==> config.mk <==
export PLATFORM = sky130hd
export DESIGN_NAME = cpu_init_pulse_gen
export DESIGN_NICKNAME = d
export VERILOG_FILES = /design/src/rtl/cpu_init_pkg.sv /design/src/rtl/kbd_reset_edge.sv /design/src/rtl/init_stretch.sv /design/src/rtl/a20_merge.sv /design/src/rtl/cpu_init_pulse_gen.sv
export SDC_FILE = /design/constraint.sdc
export NUM_CORES = 1
export LEC_CHECK = 0
export CAP_MARGIN = 15
export CORE_AREA = 2 2 39 41
export DETAILED_ROUTE_END_ITERATION = 7
export DIE_AREA = 0 0 41 43
export GPL_TIMING_DRIVEN = 1
export SLEW_MARGIN = 10
export SYNTH_ARGS = -nofsm -noshare
export SYNTH_HDL_FRONTEND = slang
export SYNTH_SLANG_ARGS = --single-unit
==> constraint.sdc <==
create_clock -name clk -period 2.3 [get_ports clk]
set_input_delay 0.23 -clock clk [delete_from_list [all_inputs] [get_ports clk]]
set_output_delay 0.23 -clock clk [all_outputs]
set_load 0.03 [all_outputs]
==> src/rtl/cpu_init_pkg.sv <==
// Package: shared defaults and the request bundle for the initialization
// pulse generator. Assumes nothing beyond a single PCI clock domain.
package cpu_init_pkg;

    // Default pulse length in PCI clocks.
    localparam int unsigned DEF_PULSE_CLKS = 16;
    // Default number of synchronizer flops for the keyboard reset pin.
    localparam int unsigned DEF_SYNC_STAGES = 2;

    // Qualified requests feeding the pulse stretcher.
    typedef struct packed {
        logic kbd;   // keyboard falling edge, not masked by sleep entry
        logic sw;    // any software request bit
    } init_req_t;

endpackage

==> src/rtl/kbd_reset_edge.sv <==
// Module: kbd_reset_edge
// Brings the asynchronous active-low keyboard reset pin into the clock
// domain through SYNC_STAGES flops. It flags a single-cycle request on each
// falling edge, unless sleep entry is in progress.
// Assumes: synchronous active-low reset, idle pin level is high.
module kbd_reset_edge #(
    parameter int unsigned SYNC_STAGES = 2
) (
    input  logic clk,
    input  logic rst_n,
    input  logic pin_n,
    input  logic sleep_entry,
    output logic req
);
    localparam int unsigned CHAIN_W = SYNC_STAGES + 1;

    logic [CHAIN_W-1:0] chain;

    // Synchronizer shift chain plus one history flop for edge detection.
    always_ff @(posedge clk) begin
        if (!rst_n) chain <= '1;
        else        chain <= {chain[CHAIN_W-2:0], pin_n};
    end

    // Falling edge: previous synchronized level high, current level low.
    assign req = chain[CHAIN_W-1] & ~chain[CHAIN_W-2] & ~sleep_entry;

endmodule

==> src/rtl/init_stretch.sv <==
// Module: init_stretch
// Turns single-cycle requests into an active-low pulse of PULSE_CLKS clocks.
// A request during a pulse reloads the count. A level hold input keeps the
// output active for as long as it is high.
// Assumes: trig and hold are synchronous to clk.
module init_stretch #(
    parameter int unsigned PULSE_CLKS = 16
) (
    input  logic clk,
    input  logic rst_n,
    input  logic trig,
    input  logic hold,
    output logic init_n
);
    localparam int unsigned CNT_W = $clog2(PULSE_CLKS + 1);

    logic [CNT_W-1:0] cnt_q;
    logic [CNT_W-1:0] cnt_d;

    // Next count: reload on request, otherwise count down to zero.
    always_comb begin
        if (trig)            cnt_d = CNT_W'(PULSE_CLKS);
        else if (cnt_q != 0) cnt_d = cnt_q - 1'b1;
        else                 cnt_d = '0;
    end

    // Count register and registered active-low output.
    always_ff @(posedge clk) begin
        if (!rst_n) begin
            cnt_q  <= '0;
            init_n <= 1'b1;
        end else begin
            cnt_q  <= cnt_d;
            init_n <= ~((cnt_d != 0) | hold);
        end
    end

endmodule

==> src/rtl/a20_merge.sv <==
// Module: a20_merge
// Combines the keyboard A20 gate pin with the internal A20 mask source into
// the active-low mask output. Purely combinational.
module a20_merge (
    input  logic gate_in,
    input  logic mask_int,
    output logic mask_n
);
    // Either source forces the mask active.
    assign mask_n = ~(gate_in | mask_int);

endmodule

==> src/rtl/cpu_init_pulse_gen.sv <==
// Module: cpu_init_pulse_gen (top)
// Merges software, keyboard-controller and (optionally) PCI reset sources
// into one registered active-low processor initialization line. It also
// drives the A20 mask output.
// Assumes: clk is the PCI clock, reset is synchronous active low,
// sw_init_req and pci_rst_n are synchronous to clk, and kbd_rst_n is not.
module cpu_init_pulse_gen #(
    parameter int unsigned SRC_COUNT   = 2,
    parameter int unsigned PULSE_CLKS  = cpu_init_pkg::DEF_PULSE_CLKS,
    parameter int unsigned SYNC_STAGES = cpu_init_pkg::DEF_SYNC_STAGES
) (
    input  logic                 clk,
    input  logic                 rst_n,
    input  logic [SRC_COUNT-1:0] sw_init_req,
    input  logic                 kbd_rst_n,
    input  logic                 sleep_entry,
    input  logic                 pci_rst_n,
    input  logic                 bist_cfg,
    input  logic                 kbd_a20_gate,
    input  logic                 a20_mask_int,
    output logic                 init_n,
    output logic                 a20m_n
);
    import cpu_init_pkg::*;

    init_req_t req;
    logic      bist_hold;

    // Keyboard pin synchronizer and sleep-qualified edge detector.
    kbd_reset_edge #(.SYNC_STAGES(SYNC_STAGES)) u_kbd_edge (
        .clk         (clk),
        .rst_n       (rst_n),
        .pin_n       (kbd_rst_n),
        .sleep_entry (sleep_entry),
        .req         (req.kbd)
    );

    // Any software source requests a pulse.
    assign req.sw    = |sw_init_req;
    // PCI reset holds the line only when self-test support is configured.
    assign bist_hold = bist_cfg & ~pci_rst_n;

    // Pulse stretcher and output register.
    init_stretch #(.PULSE_CLKS(PULSE_CLKS)) u_stretch (
        .clk    (clk),
        .rst_n  (rst_n),
        .trig   (req.sw | req.kbd),
        .hold   (bist_hold),
        .init_n (init_n)
    );

    // A20 mask merge.
    a20_merge u_a20 (
        .gate_in  (kbd_a20_gate),
        .mask_int (a20_mask_int),
        .mask_n   (a20m_n)
    );

endmodule

======== Yosys cells after proc, flatten, opt, wreduce, memory -nomap -nowiden ========
Cells that the tools add are included.
word-level totals
  register bits ........................... 9
  logic and storage cells ................. 20
  output and inout port bits .............. 2
  bits of input ports ..................... 10
operators by class
  add/sub/neg operators ................... 1
  bitwise logic cells ..................... 11
  reduce and logical (&&, ||, !) cells .... 3
  multiplexer cells ....................... 2
operator list
  cell                 count
  $mux 5               2
  $reduce_bool 5->1    2
  $not 1->1            5
  $sub 5x1->5 const B  1
  $and 1x1->1          3
  $or 1x1->1           3
  $reduce_or 2->1      1

======== Longest topological paths before layout ========
Gate-level depths: netlist (run 1).
  word-level depth ........................ 8
  depth in mapped cells ................... 6
  mapped depth without buffers ............ 6

======== Modules after synthesis ========
From an unflattened synthesis (run 1), not the netlist that was laid out.
unflattened totals
  cell total of the unflattened synthesis .. 35
  area, all modules ....................... 347.8 um^2
modules (own cells, without submodules)
  module              area an instance (um^2)  cells an instance  times used  sequential area each (um^2)
  init_stretch        240.2                    25                 1           120.1
  kbd_reset_edge      91.3                     7                  1           60.1
  cpu_init_pulse_gen  12.5                     2                  1           0.0
  a20_merge           3.8                      1                  1           0.0

======== Least setup slack after synthesis (run 1) ========
Ideal clock, no wire load.
  path type ............................... register -> register
  from .................................... register u_stretch.cnt_q[0]
  to ...................................... register u_stretch.cnt_q[2]
  arrival time ............................ 1269 ps
  slack ................................... 914 ps
  required time ........................... 2183 ps
  stages on the path, launching flop included .. 7
  library setup time ...................... 117 ps
  period minus slack after synthesis ...... 1386 ps
  path buffers ............................ 0
  path through ............................ dfxtp_1 -> inv_1 -> ha_1 -> or3b_1 -> nor2_1 -> nand3b_1 -> nor2_1
on the way
  longest elaborated chain between the ends .. 3
  elaborated cells between the ends (all ways) .. 4
  classes of those cells .................. add/sub (1); mux (2); reduce/logical (1)
ends and longest elaborated chain
  what                                              line                source
  start, declared                                   init_stretch.sv:17  logic [CNT_W-1:0] cnt_q;
  start signal, assigned                            init_stretch.sv:33  cnt_q <= cnt_d;
  $sub 5x1->5 or $reduce_bool 5->1 (tied branches)  init_stretch.sv:23  else if (cnt_q != 0) cnt_d = cnt_q - 1'b1;
  $mux 5 (*)                                        init_stretch.sv:23
  $mux 5 (*)                                        init_stretch.sv:22  if (trig) cnt_d = CNT_W'(PULSE_CLKS);
Every way passes the cells marked *; elsewhere a longest branch is shown, timed or not.
A chain may end at the register's enable or synchronous reset.

======== Worst setup path after layout (run 1) ========
  from .................................... input port a20_mask_int
  to ...................................... output port a20m_n
on the way
  longest elaborated chain between the ends .. 2
ends and longest elaborated chain
  what             line                      source
  start, declared  cpu_init_pulse_gen.sv:20  input logic a20_mask_int,
  $or 1x1->1       a20_merge.sv:10           assign mask_n = ~(gate_in | mask_int);
  $not 1->1        a20_merge.sv:10
  end, declared    cpu_init_pulse_gen.sv:22  output logic a20m_n
Every way passes these cells.

==> results of run 1 <==
[report_power, final]
group / leakage (nW) / total, W / switching, W / internal, W
clock network: 0.0150 / 0.000120 / 0.0000529 / 0.0000667
logic: 0.128 / 0.0000518 / 0.0000211 / 0.0000308
registers: 0.0742 / 0.000168 / 0.00000421 / 0.000163
total: 0.217 / 0.000339 / 0.0000782 / 0.000261
[placed cells by master (no fill, tap or decap), drive strengths merged]
cell,Yosys,layout
inv,3,3
nand2b,3,3
ha,1,1
and2,1,1
nand2,2,2
a21boi,1,1
nand3b,1,1
a211o,1,1
nor2,9,9
clkbuf,0,4
a31oi,1,1
or3b,1,1
dfxtp,9,9
xnor2,2,2
or2,1,1
o31ai,1,1
a21oi,1,1
clkdlybuf4s50,0,11
o21ai,2,2
a211oi,1,1
[layer usage]
metal / part of all wire (%) / wire [um]
met5: 0 / 0
met2: 49 / 317
met3: 4.8 / 31
met1: 43 / 280
met4: 2.2 / 14
[per-stage QoR]
stage | worst slack (ns) | util [%]
final | 0.6779 | 37.61
after global routing | 0.6151 | 37.61
after CTS | 0.6689 | 37.61
after detailed placement | 0.6661 | 35.71
after global placement | 0.6798 | 35.71
after floorplan | 0.9138 | -
[final cells by class]
| type | count | area [um^2] | share of cell area (%) |
|---|---|---|---|
| inverter | 3 | 11.26 | 2.163 |
| sequential | 9 | 180.2 | 34.62 |
| multi-input combinational | 29 | 172.7 | 33.17 |
| tap | 16 | 20.02 | 3.846 |
| timing repair buffer | 11 | 110.1 | 21.15 |
| clock buffer | 4 | 26.28 | 5.048 |
[logic make-up after synthesis]
| family | after synthesis |
|---|---|
| AND/OR/NAND/NOR | 18 |
| flip-flops | 9 |
| AO/OA/AOI/OAI | 8 |
| XOR/XNOR | 2 |
| buffers and inverters | 3 |
| adder cells (fa/ha/maj) | 1 |
[sequential cells by signal, summed over array words and instances, names as in the netlist]
| signal | cells |
|---|---|
| u_stretch.init_n | 1 |
| u_stretch.cnt_q | 5 |
| u_kbd_edge.chain | 3 |
[how the worst max path moves through the flow]
| stage | from | slack (ns) | endpoint |
|---|---|---|---|
| after global placement | a20_mask_int | 0.68 | a20m_n |
| after floorplan | u_stretch.cnt_q[0] | 0.91 | u_stretch.cnt_q[2] |
| final | a20_mask_int | 0.68 | a20m_n |
| after detailed placement | a20_mask_int | 0.67 | a20m_n |
| after CTS | a20_mask_int | 0.67 | a20m_n |
| after global routing | u_stretch.cnt_q[0] | 0.62 | u_stretch.cnt_q[3] |
==> results.yml, run 1 <==
status:
  status: "finished clean"
power:
  irDropWorstVdd_uv: 225.2
  power_w: 0.0003391
  power_density_nw_per_um2: 651.4
  p_leak_nw: 0.2168
routing:
  drt_iter0_drc: 2
  firstDrtPassIters: 4
  postRouteAntennaNets: 0
  drc: 0
  wl_per_cell_um: 8.958
  wirelength_um: 645
  num_vias: 314
  vias_per_cell: 4.361
worst_setup_path:
  cp.arrival_ns: 1.39
  worst_path_max_delay_cell: "clkdlybuf4s50_1"
  cpLargestDelayFamily: "buffers and inverters"
  cp-end-kind: "output pin"
  r2r_setup_slack_ns: 0.76
  reg2reg_to: "u_stretch.cnt_q[3]"
  crit_chain: "clkdlybuf4s50_1 -> nor2_1 -> clkdlybuf4s50_1"
  required_ns: 2.07
  crit_path_frequent_cell: "clkdlybuf4s50_1"
  path_max_fanout: 1
  crit_buf_inv: 2
  cpPeakStageDelay_ns: 0.67
  critPathLaunchType: "primary input"
  r2r_start: "u_stretch.cnt_q[0]"
  crit_type: "primary input to output pin"
  path_depth: 3
  worst-r2r-cell-count: 6
clocking:
  clock-sinks: 9
  ctsLongestPathBuffers: 2
  cts_tree: "done"
  ctsResizeCount: 0
  h-tree-depth: 1
  clock_latency_ns: 0.26
  clkSlewWorstSetupHoldPaths_ns: 0.06
  hold_buffers: 0
  cts-buffers-inserted: 3
  post_cts_buffers: 0
  root_buffer: "clkbuf_4"
finish:
  fin_nets: 68
  area_growth_pct: 42.96
  drive_gt1_share_pct: 8.929
  fillers: 154
  fin_cells: 72
  num_antenna_cells: 0
  fin_area_um2: 520.5
global_route:
  grt_busiest_layer: "met2"
  antenna_found_initial: 0
  grt_pass1_wl_mm: 1.110
  grt_usage_pct: 10.05
  gr-usage-met3_pct: 3.665
  gr-usage-met2_pct: 14.37
  grt_max_degree: 7
  gr-usage-met1_pct: 10.32
  grt_overflow: 0
  grt_pass1_vias: 300
place:
  dp_cells: 68
  port_buffers: 11
  dpl_cell_area_um2: 494.2
  gp_congestion: 0.6335
timing:
  fmax_ghz: 0.6165
  tightest_slew_ns: 0.3126
  period_share_pct: 70.53
  rsz0062_at_grt: "false"
  period_minus_slack_ns: 1.622
  final_hold_viol_count: 0
  hold_slack_ns: 0.4153
  finalClockSkew_ns: 0.002637
  slew_headroom_pct: 79.03
  fin_setup_tns_ns: 0
  drv_slew: 0
  setup_viol: 0
worst_hold_path:
  whs_endpoint: "u_kbd_edge.chain[1]"
  hold_depth: 1
  worstHoldStart: "u_kbd_edge.chain[0]"
  holdCritPathClass: "register to register"
synth:
  synth-simple-area-share_pct: 24.74
  synth_cells: 41
  ys_types: 19
  synth_nets: 52
  synth_mux_area_share_pct: 0
  synth-compound-area-share_pct: 14.43
  synth_area_leaders: "dfxtp_1, nor2_1, nand2b_1"
  yosys.area_share.adder_pct: 3.436
  synth_common_cells: "dfxtp_1, nor2_1, inv_1, nand2b_1"
  synth_top_area_cell: "dfxtp_1"
  ys_ff_latch: 9
  synth_edf_count: 0
  synthFlopType: "dfxtp_1"
  async_flop_share_pct: 0
  synth_top_family_by_area: "simple AND/OR/NAND/NOR gates"
  synth_area_um2: 364.1
  synth-xor-area-share_pct: 4.811
  seq_area_frac_synth_pct: 49.48
  synth_warnings: 0
  synth_top_area_share_pct: 49.48
  postSynthAreaPerCell_um2: 8.880
floorplanning:
  core_area_um2: 1384
  rows: 14
  fp.dieW_um: 41
  fp.dieH_um: 43
  io-pin-count: 12
  die-area_um2: 1763
  start_util_pct: 26.31
flow_run:
  cap_violations: 0
(Power assumes the default switching activity.)
==> run 2: changes to the inputs <==
Clock period 2.3 ns to 1.4 ns, I/O delays scaled along.
==> run 2 against run 1 <==
Die area is the same. Via count rose by 1.9%. Cell count grew 4.2%. Largest cell class is now multi-input gates. Sequential share of layout area is 2.7 points lower. Clock skew decreased by 0.0012 ns. Clock power is 64% higher. Highest routed layer unchanged. Combinational power grew 100%. Sequential cell count is the same. Non-clock buffer count increased by 3. Utilization grew 3.7 points. Register-to-register slack lost 0.73 ns.
==> results.yml, run 2 (synthesized netlist as in run 1, its figures left out) <==
power:
  power_w: 0.0005785
  irDropWorstVdd_uv: 556.9
  p_seq_share_pct: 48.0
  p_leak_nw: 0.2435
  power.internal_w: 0.0004414
  power_density_nw_per_um2: 1012
  power_switching_w: 0.0001371
  switching_share_pct: 23.71
  power_frac_comb_pct: 18.0
  clkPwrFrac_pct: 34.0
clocking:
  root_buffer: "clkbuf_4"
  cts_tree: "done"
  ctsLongestPathBuffers: 2
  hold_buffers: 0
  clock_latency_ns: 0.26
  cts-buffers-inserted: 3
  clkSlewWorstSetupHoldPaths_ns: 0.06
  clock-sinks: 9
  h-tree-depth: 1
worst_setup_path:
  r2r_start: "u_stretch.cnt_q[0]"
  r2r_setup_slack_ns: 0.03
  path_max_fanout: 4
  required_ns: 1.55
  cp.arrival_ns: 1.52
  crit_type: "register to register"
  worst-r2r-cell-count: 6
  reg2reg_to: "u_stretch.cnt_q[2]"
  cp-end-kind: "register"
  critPathLaunchType: "register"
routing:
  wl_per_cell_um: 8.960
  wirelength_um: 672
  drt_iter0_drc: 4
  firstDrtPassIters: 4
  vias_per_cell: 4.267
  drc: 0
  num_vias: 320
  postRouteAntennaNets: 0
worst_hold_path:
  whs_endpoint: "u_kbd_edge.chain[1]"
  hold_depth: 1
  worstHoldStart: "u_kbd_edge.chain[0]"
  holdCritPathClass: "register to register"
global_route:
  grt_pass1_vias: 292
  grt_max_degree: 7
  grt_overflow: 0
  antenna_found_initial: 0
  grt_usage_pct: 9.879
  grt_pass1_wl_mm: 1.097
timing:
  fmax_ghz: 0.7289
  rsz0062_at_grt: "true"
  tightest_slew_ns: 0.3171
  period_share_pct: 97.99
  drv_slew: 0
  setup_viol: 0
  period_minus_slack_ns: 1.372
  finalClockSkew_ns: 0.001462
  fin_ws_ns: 0.02809
  final_hold_viol_count: 0
  slew_headroom_pct: 78.82
flow_run:
  cap_violations: 0
place:
  port_buffers: 11
  gp_congestion: 0.7008
  place_ws_ns: -0.02849
  dpl_cell_area_um2: 514.2
  dp_cells: 71
floorplanning:
  fp.dieW_um: 41
  io-pin-count: 12
  start_util_pct: 26.31
  die-area_um2: 1763
  fp.dieH_um: 43
  core_area_um2: 1384
  rows: 14
finish:
  area_growth_pct: 57.04
  regMostFlops: "u_stretch.cnt_q"
  drive_gt1_share_pct: 28.81
  multi_input_area_um2: 198.9
  fin_area_um2: 571.8
  fillers: 142
  reg.largest.list: "u_stretch.cnt_q x5, u_kbd_edge.chain x3, u_stretch.init_n x1"
  fin_cells: 75
  num_antenna_cells: 0
  largest_register_ffs: 5
  ff_latch_area_um2: 182.7
  fin_util_pct: 41.32
  final_common_cell: "clkdlybuf4s50_1"
  fin_nets: 71
  most-common-layout-cells: "clkdlybuf4s50_1, nor2_1, dfxtp_1"
status:
  status: "finished clean"
## run 2: changes by cell type in the layout (fill, tap and decap cells not counted), sizes merged
cell | before | now
clkdlybuf4s50 | 11 | 9
buf | 0 | 4
dlymetal6s2s | 0 | 1
## run 2: worst max path at each step
stage,start,endpoint,slack (ns),depth (start not counted)
2_1_floorplan,u_stretch.cnt_q[0],u_stretch.cnt_q[2],0.01,6
3_3_place_gp,u_stretch.cnt_q[0],u_stretch.cnt_q[2],0.004,6
3_5_place_dp,u_stretch.cnt_q[0],u_stretch.cnt_q[2],-0.03,6
4_1_cts,u_stretch.cnt_q[0],u_stretch.cnt_q[2],0.002,6
5_1_grt,u_stretch.cnt_q[0],u_stretch.cnt_q[2],-0.02,6
6_report,u_stretch.cnt_q[0],u_stretch.cnt_q[2],0.03,6
## run 2: worst max-delay path, stage by stage, from the launching register on
cell and delay, ns:
dfxtp_2 0.32, inv_2 0.06, ha_4 0.14, or3b_4 0.41
nor2_4 0.10, nand3b_1 0.17, nor2_1 0.07
## run 2: power groups by stage
stage	Sequential [W]	Combinational, W	Clock (W)
3_3_place_gp	0.000281	0.0000922	0
2_1_floorplan	0.000284	0.0000425	0
3_5_place_dp	0.000281	0.0000931	0
6_report	0.000277	0.000104	0.000197
4_1_cts	0.000276	0.0000984	0.000208
5_1_grt	0.000278	0.000114	0.000219
## run 2: stage by stage
stage	setup TNS (ns)	hold slack [ns]
final	0	0.4061
after global routing	-0.05769	0.4127
after CTS	0	0.4095
after detailed placement	-0.07496	0.3948
after global placement	0	0.3911
after floorplan	0	0.2130
## run 2: area by class of cell
type	count	area share, %
Timing Repair Buffer	14	23.19
Inverter	3	1.969
Tap cell	16	3.501
Multi-Input combinational cell	29	34.79
Sequential cell	9	31.95
Clock buffer	4	4.595
## run 2: per-layer routing
layer | part of all wire, % | track usage [%]
met4 | 1.2 | 6.000
met2 | 46 | 12.50
met5 | 0 | 0
met1 | 45 | 10.75
met3 | 7.3 | 8.377
## run 2: timing repair
item,in CTS,in global routing
gates resized for setup,3,8
pin swaps,0,1
buffers inserted,0,0
cloned,0,0
setup endpoints to repair,5,6
==> run 3: changes to the inputs <==
Settings changed: GPL_ROUTABILITY_DRIVEN set to 1, PLACE_DENSITY set to 0.51, REMOVE_ABC_BUFFERS set to 1.
==> run 3 against run 2 <==
Worst hold slack worse by 0.0012 ns. Register-to-register slack got worse by 0.02 ns. Largest power group unchanged. Count of clock-buffer cells in the layout unchanged. Die area unchanged. Maximum frequency down 1.5%. Critical path type unchanged. Routed wire length increased by 15%. Global-route usage rose by 0.58 points. Largest cell class unchanged.
==> results.yml, run 3 (synthesized netlist as in run 1, its figures left out) <==
status:
  status: "finished clean"
flow_run:
  cap_violations: 0
power:
  irDropWorstVdd_uv: 419.0
  p_leak_nw: 0.2490
  power_density_nw_per_um2: 1030
timing:
  drv_slew: 0
  rsz0062_at_grt: "true"
  fin_ws_ns: 0.007847
  setup_viol: 0
  slew_headroom_pct: 78.74
  fin_setup_tns_ns: 0
  finalClockSkew_ns: 0.006011
  final_hold_viol_count: 0
  tightest_slew_ns: 0.3184
  period_share_pct: 99.44
  period_minus_slack_ns: 1.392
  fmax_ghz: 0.7183
routing:
  wl_per_cell_um: 10.17
  postRouteAntennaNets: 0
  drt_iter0_drc: 1
  num_vias: 347
  drc: 0
  wirelength_um: 773
  vias_per_cell: 4.566
  firstDrtPassIters: 2
floorplanning:
  fp.dieH_um: 43
  io-pin-count: 12
  start_util_pct: 26.31
  rows: 14
  die-area_um2: 1763
  core_area_um2: 1384
  fp.dieW_um: 41
global_route:
  grt_max_degree: 7
  grt_usage_pct: 10.46
  antenna_found_initial: 0
  grt_pass1_wl_mm: 1.110
  grt_overflow: 0
  grt_pass1_vias: 308
clocking:
  cts_tree: "done"
  cts-buffers-inserted: 3
  clkSlewWorstSetupHoldPaths_ns: 0.06
  root_buffer: "clkbuf_4"
  clock-sinks: 9
  ctsLongestPathBuffers: 2
  clock_latency_ns: 0.27
  h-tree-depth: 1
finish:
  fillers: 144
  drive_gt1_share_pct: 28.33
  num_antenna_cells: 0
  final_common_cell: "clkdlybuf4s50_1"
  fin_nets: 72
  multi_input_area_um2: 195.2
  largest_register_ffs: 5
  most-common-layout-cells: "clkdlybuf4s50_1, nor2_1, dfxtp_1"
  regMostFlops: "u_stretch.cnt_q"
  ff_latch_area_um2: 182.7
  reg.largest.list: "u_stretch.cnt_q x5, u_kbd_edge.chain x3, u_stretch.init_n x1"
  area_growth_pct: 58.08
worst_setup_path:
  critPathLaunchType: "register"
  required_ns: 1.55
  worst-r2r-cell-count: 6
  crit_type: "register to register"
  reg2reg_to: "u_stretch.cnt_q[0]"
  r2r_setup_slack_ns: 0.008
  path_max_fanout: 4
  cp.arrival_ns: 1.54
  cp-end-kind: "register"
  r2r_start: "u_stretch.cnt_q[1]"
worst_hold_path:
  holdCritPathClass: "register to register"
  hold_depth: 1
  worstHoldStart: "u_kbd_edge.chain[0]"
  whs_endpoint: "u_kbd_edge.chain[1]"
place:
  hpwl_um: 529.7
  port_buffers: 11
  place_ws_ns: -0.003419
  gp_congestion: 0.7374
## run 3: cell types whose count changed in the layout (fill, tap and decap cells not counted), sizes merged
cell  delta
buf      +1
## run 3: worst max path at each step
stage | start | end | depth (start not counted)
2_1_floorplan | u_stretch.cnt_q[0] | u_stretch.cnt_q[2] | 6
3_3_place_gp | u_stretch.cnt_q[0] | u_stretch.cnt_q[2] | 6
3_5_place_dp | u_stretch.cnt_q[0] | u_stretch.cnt_q[3] | 6
4_1_cts | u_stretch.cnt_q[0] | u_stretch.cnt_q[3] | 6
5_1_grt | u_stretch.cnt_q[1] | u_stretch.init_n | 6
6_report | u_stretch.cnt_q[1] | u_stretch.cnt_q[0] | 6
## run 3: through the flow
step | instance area, um^2 | cells | hold slack, ns | util [%] | total power [W]
global placement | 514.2 | 71 | 0.3908 | 37.16 | 0.0003732
global route | 575.6 | 76 | 0.4226 | 41.59 | 0.0006257
detailed placement | 514.2 | 71 | 0.3925 | 37.16 | 0.0003727
finish | 575.6 | 76 | 0.4049 | 41.59 | 0.0005929
CTS | 545.5 | 75 | 0.4071 | 39.42 | 0.0005885
floorplan | 364.1 | 41 | 0.2130 | - | 0.0003266
## run 3: repair_timing
item                       4_1_cts  5_1_grt
pin swaps                        0        5
hold buffers                     0        0
gates resized for setup          2        8
setup buffers                    0        1
setup endpoints to repair        4        6
## run 3: layer usage
metal / vias to the layer above / part of all wire, % / track usage [%] / routed length, um
met5: - / 0 / 0 / 0
met4: 0 / 4.7 / 16.00 / 36
met3: 4 / 9.2 / 1.571 / 71
met2: 14 / 44 / 14.69 / 339
met1: 155 / 42 / 9.709 / 326
li1: 174 / - / - / -
## run 3: layout make-up
| type | count | area share [%] |
|---|---|---|
| timing repair buffer | 15 | 24.35 |
| clock buffer | 4 | 4.565 |
| sequential | 9 | 31.74 |
| inverter | 3 | 1.957 |
| tap | 16 | 3.478 |
| multi-input combinational | 29 | 33.91 |
## run 3: worst max-delay path, stage by stage (launching register included)
cell and delay [ns]:
dfxtp_2 0.32, inv_2 0.06, ha_4 0.13, or3b_4 0.40, nor2_4 0.11, nand3b_1 0.18, nor2_1 0.07
## run 3: power by group
part | internal [W] | switching, W
Sequential | 0.000269 | 0.00000839
Clock | 0.000110 | 0.0000978
Combinational | 0.0000666 | 0.0000413
